--- src/rtl/sec_irq_pkg.sv ---
package sec_irq_pkg;
  localparam int unsigned LINES  = 2;
  localparam int unsigned A_STAT = 0;
  localparam int unsigned A_MASK = 8;
  localparam int unsigned A_EDGE = 16;
  localparam int unsigned A_CTRL = 24;
  localparam int unsigned LINE_STRIDE = 4;

  typedef struct packed {
    logic pend_dis;
    logic cor;
  } ctrl_t;
endpackage

--- src/rtl/sec_irq_edge.sv ---
module sec_irq_edge #(
  parameter int unsigned N = 24
) (
  input  logic           clk_i,
  input  logic           rst_ni,
  input  logic [N-1:0]   src_i,
  input  logic [2*N-1:0] cfg_i,
  output logic [N-1:0]   ev_o
);
  logic [N-1:0] s1_q, s2_q, prv_q;

  always_ff @(posedge clk_i or negedge rst_ni) begin
    if (!rst_ni) begin
      s1_q  <= '0;
      s2_q  <= '0;
      prv_q <= '0;
    end else begin
      s1_q  <= src_i;
      s2_q  <= s1_q;
      prv_q <= s2_q;
    end
  end

  // pair per source: [2i+1] rising, [2i] falling
  for (genvar i = 0; i < N; i++) begin : g_det
    assign ev_o[i] = (s2_q[i] & ~prv_q[i] & cfg_i[2*i+1]) |
                     (~s2_q[i] & prv_q[i] & cfg_i[2*i]);
  end
endmodule

--- src/rtl/sec_irq_line.sv ---
module sec_irq_line #(
  parameter int unsigned N  = 24,
  parameter int unsigned NB = (N + 7) / 8
) (
  input  logic          clk_i,
  input  logic          rst_ni,
  input  logic [N-1:0]  ev_i,
  input  logic [N-1:0]  clr_i,
  input  logic          pend_dis_i,
  input  logic [NB-1:0] mask_we_i,
  input  logic [7:0]    wdata_i,
  output logic [N-1:0]  stat_o,
  output logic [N-1:0]  mask_o,
  output logic          irq_no
);
  logic [NB*8-1:0] mask_q;
  logic [N-1:0]    stat_q, pend_q, hit, stat_d, pend_d;
  logic            irq_q;

  always_ff @(posedge clk_i or negedge rst_ni) begin
    if (!rst_ni) mask_q <= '1;
    else begin
      for (int b = 0; b < int'(NB); b++)
        if (mask_we_i[b]) mask_q[b*8 +: 8] <= wdata_i;
    end
  end

  assign mask_o = mask_q[N-1:0];
  assign hit    = ev_i & ~mask_o;

  always_comb begin
    // new event wins over clear; held-over event refills a cleared bit
    stat_d = hit | (stat_q & ~clr_i) | (stat_q & clr_i & pend_q);
    if (pend_dis_i) pend_d = '0;
    else            pend_d = (pend_q & ~clr_i) | (stat_q & hit & ~clr_i);
  end

  always_ff @(posedge clk_i or negedge rst_ni) begin
    if (!rst_ni) begin
      stat_q <= '0;
      pend_q <= '0;
      irq_q  <= 1'b1;
    end else begin
      stat_q <= stat_d;
      pend_q <= pend_d;
      irq_q  <= ~|stat_q;
    end
  end

  assign stat_o = stat_q;
  assign irq_no = irq_q;


  no_masked_set_chk: assert property (@(posedge clk_i) disable iff (!rst_ni)
    (stat_q & ~$past(stat_q) & $past(mask_o)) == '0);

  ev_wins_chk: assert property (@(posedge clk_i) disable iff (!rst_ni)
    ((hit & clr_i) != '0) |=> ((stat_q & $past(hit & clr_i)) == $past(hit & clr_i)));

  pend_drop_chk: assert property (@(posedge clk_i) disable iff (!rst_ni)
    pend_dis_i |=> (pend_q == '0));

  irq_nor_chk: assert property (@(posedge clk_i) disable iff (!rst_ni)
    (stat_q != '0) |=> !irq_no);
endmodule

--- src/rtl/sec_irq_ctrl.sv ---
module sec_irq_ctrl
  import sec_irq_pkg::*;
#(
  parameter int unsigned N_SRC = 24,
  parameter int unsigned AW    = 5
) (
  input  logic             clk_i,
  input  logic             rst_ni,
  input  logic [N_SRC-1:0] src_i,
  input  logic [AW-1:0]    addr_i,
  input  logic             wr_en_i,
  input  logic [7:0]       wdata_i,
  input  logic             rd_en_i,
  output logic [7:0]       rdata_o,
  output logic [1:0]       irq_no
);
  localparam int unsigned NB = (N_SRC + 7) / 8;
  localparam int unsigned NE = (2 * N_SRC + 7) / 8;

  logic [NE*8-1:0]  edge_q;
  ctrl_t            ctrl_q;
  logic [N_SRC-1:0] ev;
  logic [N_SRC-1:0] stat [LINES];
  logic [N_SRC-1:0] mask [LINES];
  logic [7:0]       rd_mux;

  always_ff @(posedge clk_i or negedge rst_ni) begin
    if (!rst_ni) begin
      edge_q <= '0;
      ctrl_q <= '0;
    end else if (wr_en_i) begin
      for (int k = 0; k < int'(NE); k++)
        if (addr_i == AW'(A_EDGE + k)) edge_q[k*8 +: 8] <= wdata_i;
      if (addr_i == AW'(A_CTRL)) ctrl_q <= ctrl_t'(wdata_i[1:0]);
    end
  end

  sec_irq_edge #(.N(N_SRC)) u_edge (
    .clk_i (clk_i),
    .rst_ni(rst_ni),
    .src_i (src_i),
    .cfg_i (edge_q[2*N_SRC-1:0]),
    .ev_o  (ev)
  );

  for (genvar l = 0; l < LINES; l++) begin : g_line
    logic [NB*8-1:0] stat_ext, clr_ext;
    logic [NB-1:0]   mask_we;

    always_comb begin
      stat_ext = '0;
      stat_ext[N_SRC-1:0] = stat[l];
      clr_ext = '0;
      for (int b = 0; b < int'(NB); b++) begin
        mask_we[b] = wr_en_i && (addr_i == AW'(A_MASK + l*LINE_STRIDE + b));
        if (addr_i == AW'(A_STAT + l*LINE_STRIDE + b)) begin
          if (rd_en_i && ctrl_q.cor)       clr_ext[b*8 +: 8] = stat_ext[b*8 +: 8];
          else if (wr_en_i && !ctrl_q.cor) clr_ext[b*8 +: 8] = wdata_i;
        end
      end
    end

    sec_irq_line #(.N(N_SRC), .NB(NB)) u_line (
      .clk_i     (clk_i),
      .rst_ni    (rst_ni),
      .ev_i      (ev),
      .clr_i     (clr_ext[N_SRC-1:0]),
      .pend_dis_i(ctrl_q.pend_dis),
      .mask_we_i (mask_we),
      .wdata_i   (wdata_i),
      .stat_o    (stat[l]),
      .mask_o    (mask[l]),
      .irq_no    (irq_no[l])
    );
  end

  always_comb begin
    logic [NB*8-1:0] se, me;
    rd_mux = '0;
    for (int l = 0; l < int'(LINES); l++) begin
      se = '0; se[N_SRC-1:0] = stat[l];
      me = '1; me[N_SRC-1:0] = mask[l];
      for (int b = 0; b < int'(NB); b++) begin
        if (addr_i == AW'(A_STAT + l*LINE_STRIDE + b)) rd_mux = se[b*8 +: 8];
        if (addr_i == AW'(A_MASK + l*LINE_STRIDE + b)) rd_mux = me[b*8 +: 8];
      end
    end
    for (int k = 0; k < int'(NE); k++)
      if (addr_i == AW'(A_EDGE + k)) rd_mux = edge_q[k*8 +: 8];
    if (addr_i == AW'(A_CTRL)) rd_mux = {6'b0, ctrl_q};
  end

  always_ff @(posedge clk_i or negedge rst_ni) begin
    if (!rst_ni)      rdata_o <= '0;
    else if (rd_en_i) rdata_o <= rd_mux;
  end


  dead_src_chk: assert property (@(posedge clk_i) disable iff (!rst_ni)
    ((ev & ~{N_SRC{1'b0}}) & ~(edge_q[2*N_SRC-1:0] != '0 ? '1 : '0)) == '0);

  cor_wr_ignored_chk: assert property (@(posedge clk_i) disable iff (!rst_ni)
    (wr_en_i && ctrl_q.cor && addr_i == AW'(A_STAT)) |=>
      ((~stat[0][7:0] & $past(stat[0][7:0])) == 8'h00));
endmodule

--- config.mk ---
export PLATFORM = sky130hd
export DESIGN_NAME = sec_irq_ctrl
export DESIGN_NICKNAME = d
export VERILOG_FILES = /design/src/rtl/sec_irq_pkg.sv /design/src/rtl/sec_irq_edge.sv /design/src/rtl/sec_irq_line.sv /design/src/rtl/sec_irq_ctrl.sv
export SDC_FILE = /design/constraint.sdc
export NUM_CORES = 1
export LEC_CHECK = 0
export ABC_AREA = 0
export BUFFER_PORTS_ARGS = -buffer_cell sky130_fd_sc_hd__buf_2
export CORE_MARGIN = 5
export CORE_UTILIZATION = 51
export DETAILED_ROUTE_END_ITERATION = 8
export HOLD_SLACK_MARGIN = 0.08
export PLACE_DENSITY_LB_ADDON = 0.15
export SLEW_MARGIN = 40
export SYNTH_ARGS = -nofsm -noshare
export SYNTH_HDL_FRONTEND = slang
export SYNTH_SLANG_ARGS = --single-unit
--- constraint.sdc ---
create_clock -name clk_i -period 1.5 [get_ports clk_i]
set_input_delay 0.375 -clock clk_i [delete_from_list [all_inputs] [get_ports clk_i]]
set_output_delay 0.375 -clock clk_i [all_outputs]
set_load 0.02 [all_outputs]
==> reports/qor.txt <==
Synthesized area per cell: 10.4 µm²
Vias/cell: 6.35
Max_slew headroom: 0.698
Total Nets Final: 1,630
Share of layout cells above drive strength 1: 0.508
PortBufs: 50
Filler cells: 1,498
Routability-driven placement congestion ratio: 1.03
Final Cycle Share: 1.16
GRT Util Overall: 0.360
Most frequent cells in the layout: buf_4, dfrtp_1, mux2_2, nor2_1, a21oi_1
Met3 wire len: 4680 µm
Final setup viols: 90
Finished Core Util: 0.787
DRT Wirelength: 53,700 µm
Max VDD drop: 1.16 mV
Starting density of the core: 0.518
WL met1: 20,700 µm
Leak: 8.04 nW
# rows: 57
Cells after synthesis: 1,215
Max-Cap Viols: 0
Largest net degree at the start of global routing: 61
Total number of vias: 12,300
Dominant synthesized flop cell: dfrtp_1
Met2 wire length: 24,600 µm
Fin crit period: 1.74 ns
Outcome: finished with violations
Pins over their slew limit: 0
Die width: 167 µm
Synth Register Bits: 276
First-pass GRT wire length: 76,100 µm
Antenna violations before repair: 0
CTS H-tree lvls: 1
Clk slew on worst S/H paths: 0.07 ns
Most common cell after layout, fill and taps aside: buf_4
CP Capture Type: flop
Sink Count: 276
Synthesized area: 12,600 µm²
Failing checks: negative setup slack
Kind of critical path: flop to flop
Starting DRT DRC Count: 1,331
Max Root-Sink Buffers: 3
DRC Markers: 0
Vias in the first global route: 11,900
TritonCTS Buffers: 29
RSZ-0062 raised after global routing: true
Reg2Reg Depth: 6
Startpoint Class: flop
Setup Skew: 0.0256 ns
Clock latency on the worst-skew pair: 0.57 ns
GRT overflow: 0
Pre-CTS setup slack: -0.951 ns
DRT antenna net count: 0
Die Y: 167 µm
EDFF count, synth: 0
Data arrival, critical path: 2.23 ns
Worst Max-Slew Pin Slew: 0.454 ns
WP data required: 1.99 ns
Pwr dens: 1240 nW/µm²
Die area: 28,000 µm²
Worst setup margin: -0.244 ns
Synth area leaders: dfrtp_1, dfstp_2, mux2_2, nor2_1, o21ai_0
Root Driver: clkbuf_16
Post-synth top area share: 0.447
Ys Warns: 0
Crit Path Max Fanout: 2
DP HPWL: 35,400 µm
N_diodes: 0
Cell taking the most area after synthesis: dfrtp_1
Max Freq: 574 MHz
Core Box Area: 24,400 µm²
Post-synth ARST share: 1.00
Highest metal used: met4
Layout area overhead: 51.8%
CTS tree: yes
IO Pins: 51
WL/cell: 27.8 µm
Register area share after synthesis: 0.551
Final count of hold timing violations: 0
Synth cell types: 64
Net Count, Synth: 1,256
Pre-Repair DR Iteration Count: 6
HP Class: input pin to asynchronous set/reset pin
cell families after synthesis:
| kind of cell | count (synthesis) | share of synthesized area |
|---|---|---|
| flops | 276 | 0.551 |
| mux | 107 | 0.0947 |
| simple gates | 395 | 0.156 |
| buf+inv | 103 | 0.0348 |
| compound gates | 334 | 0.164 |
repair_timing:
action	CTS	global route
cloned	6	7
hold buffers	25	0
resized for setup	226	194
endpoints found under the hold margin	256	0
setup endpoints to repair	115	147
setup buffers	28	16
pin swaps	79	108
report_power, final:
group	switching (mW)	internal, mW	total [mW]	leakage (nW)
sequential	1.50	8.97	10.5	3.15
clock	3.00	4.18	7.19	0.460
combinational	3.25	2.98	6.23	4.43
stage by stage:
| step | hold WS, ns | cells | setup TNS, ns | instance area [µm²] | total power, mW |
|---|---|---|---|---|---|
| after detailed placement | 0.278 | 1804 | -99.65 | 15600 | 14.7 |
| after global routing | 0.313 | 1936 | -7.46 | 19200 | 24.7 |
| after global placement | 0.277 | 1804 | -94.59 | 15600 | 14.6 |
| after floorplan | 0.0794 | 1215 | -17.91 | 13100 | 12.0 |
| final | 0.307 | 1936 | -5.47 | 19200 | 23.9 |
| after CTS | 0.284 | 1916 | -3.77 | 18000 | 22.7 |
layer usage:
layer  global-route usage  up-vias
li1                     -     5221
met1                0.494     6210
met2                0.562      656
met3               0.0512      205
met4                0.182        0
met5                    0        -
worst paths after layout:
kind | slack (ns) | endpoint | start
worst max-delay path | -0.24 | rdata_o[4] | g_line[0].u_line.mask_o[4]
worst min-delay path | 0.31 | g_line[1].u_line.stat_o[7] | rst_ni
worst max register to register | -0.24 | rdata_o[4] | g_line[0].u_line.mask_o[4]
worst min register to register | 0.34 | u_edge.s2_q[22] | u_edge.s1_q[22]
max in group asynchronous | 0.55 | g_line[0].u_line.mask_o[21] | rst_ni
min in group clk_i | 0.34 | u_edge.s2_q[22] | u_edge.s1_q[22]
worst max-delay path, cell delays in order (launching register included):
cell and delay, ns:
dfstp_2 0.58, and3b_1 0.17, o21ai_1 0.09, a21oi_2 0.18, o22ai_2 0.12, a2111oi_4 0.37, a2bb2oi_1 0.18
registers in the layout, indices dropped and copies added (netlist names):
signal                flops
ctrl_q                    2
edge_q                   48
g_line.u_line.irq_no      2
g_line.u_line.mask_o     48
g_line.u_line.pend_q     48
g_line.u_line.stat_o     48
rdata_o                   8
u_edge.prv_q             24
u_edge.s1_q              24
u_edge.s2_q              24
layout make-up:
cell class                      count  area, µm²  share of cell area
Inverter                           37        140             0.00730
Multi-Input combinational cell    837       6920               0.361
Timing Repair Buffer              408       3790               0.198
Clock buffer                       47        883              0.0460
Tap cell                          324        405              0.0211
Sequential cell                   276       6980               0.364
Clock inverter                      7       71.3             0.00372
Yosys cell counts, drive strengths merged, types with 3 or more instances:
library cell	count
a2111oi	3
a211oi	5
a21oi	88
a221o	5
a221oi	7
a22oi	7
a2bb2oi	8
a31oi	29
and2	3
and3	6
and3b	9
buf	25
clkbuf	41
dfrtp	226
dfstp	50
inv	36
mux2	101
mux2i	6
nand2	53
nand2b	19
nand3	23
nand4	4
nor2	132
nor2b	8
nor3	91
nor3b	21
nor4	14
o211ai	6
o21ai	98
o221ai	7
o22ai	8
o2bb2ai	4
o31ai	43
or3	3
Note: power is estimated with default switching activity, not from simulation.
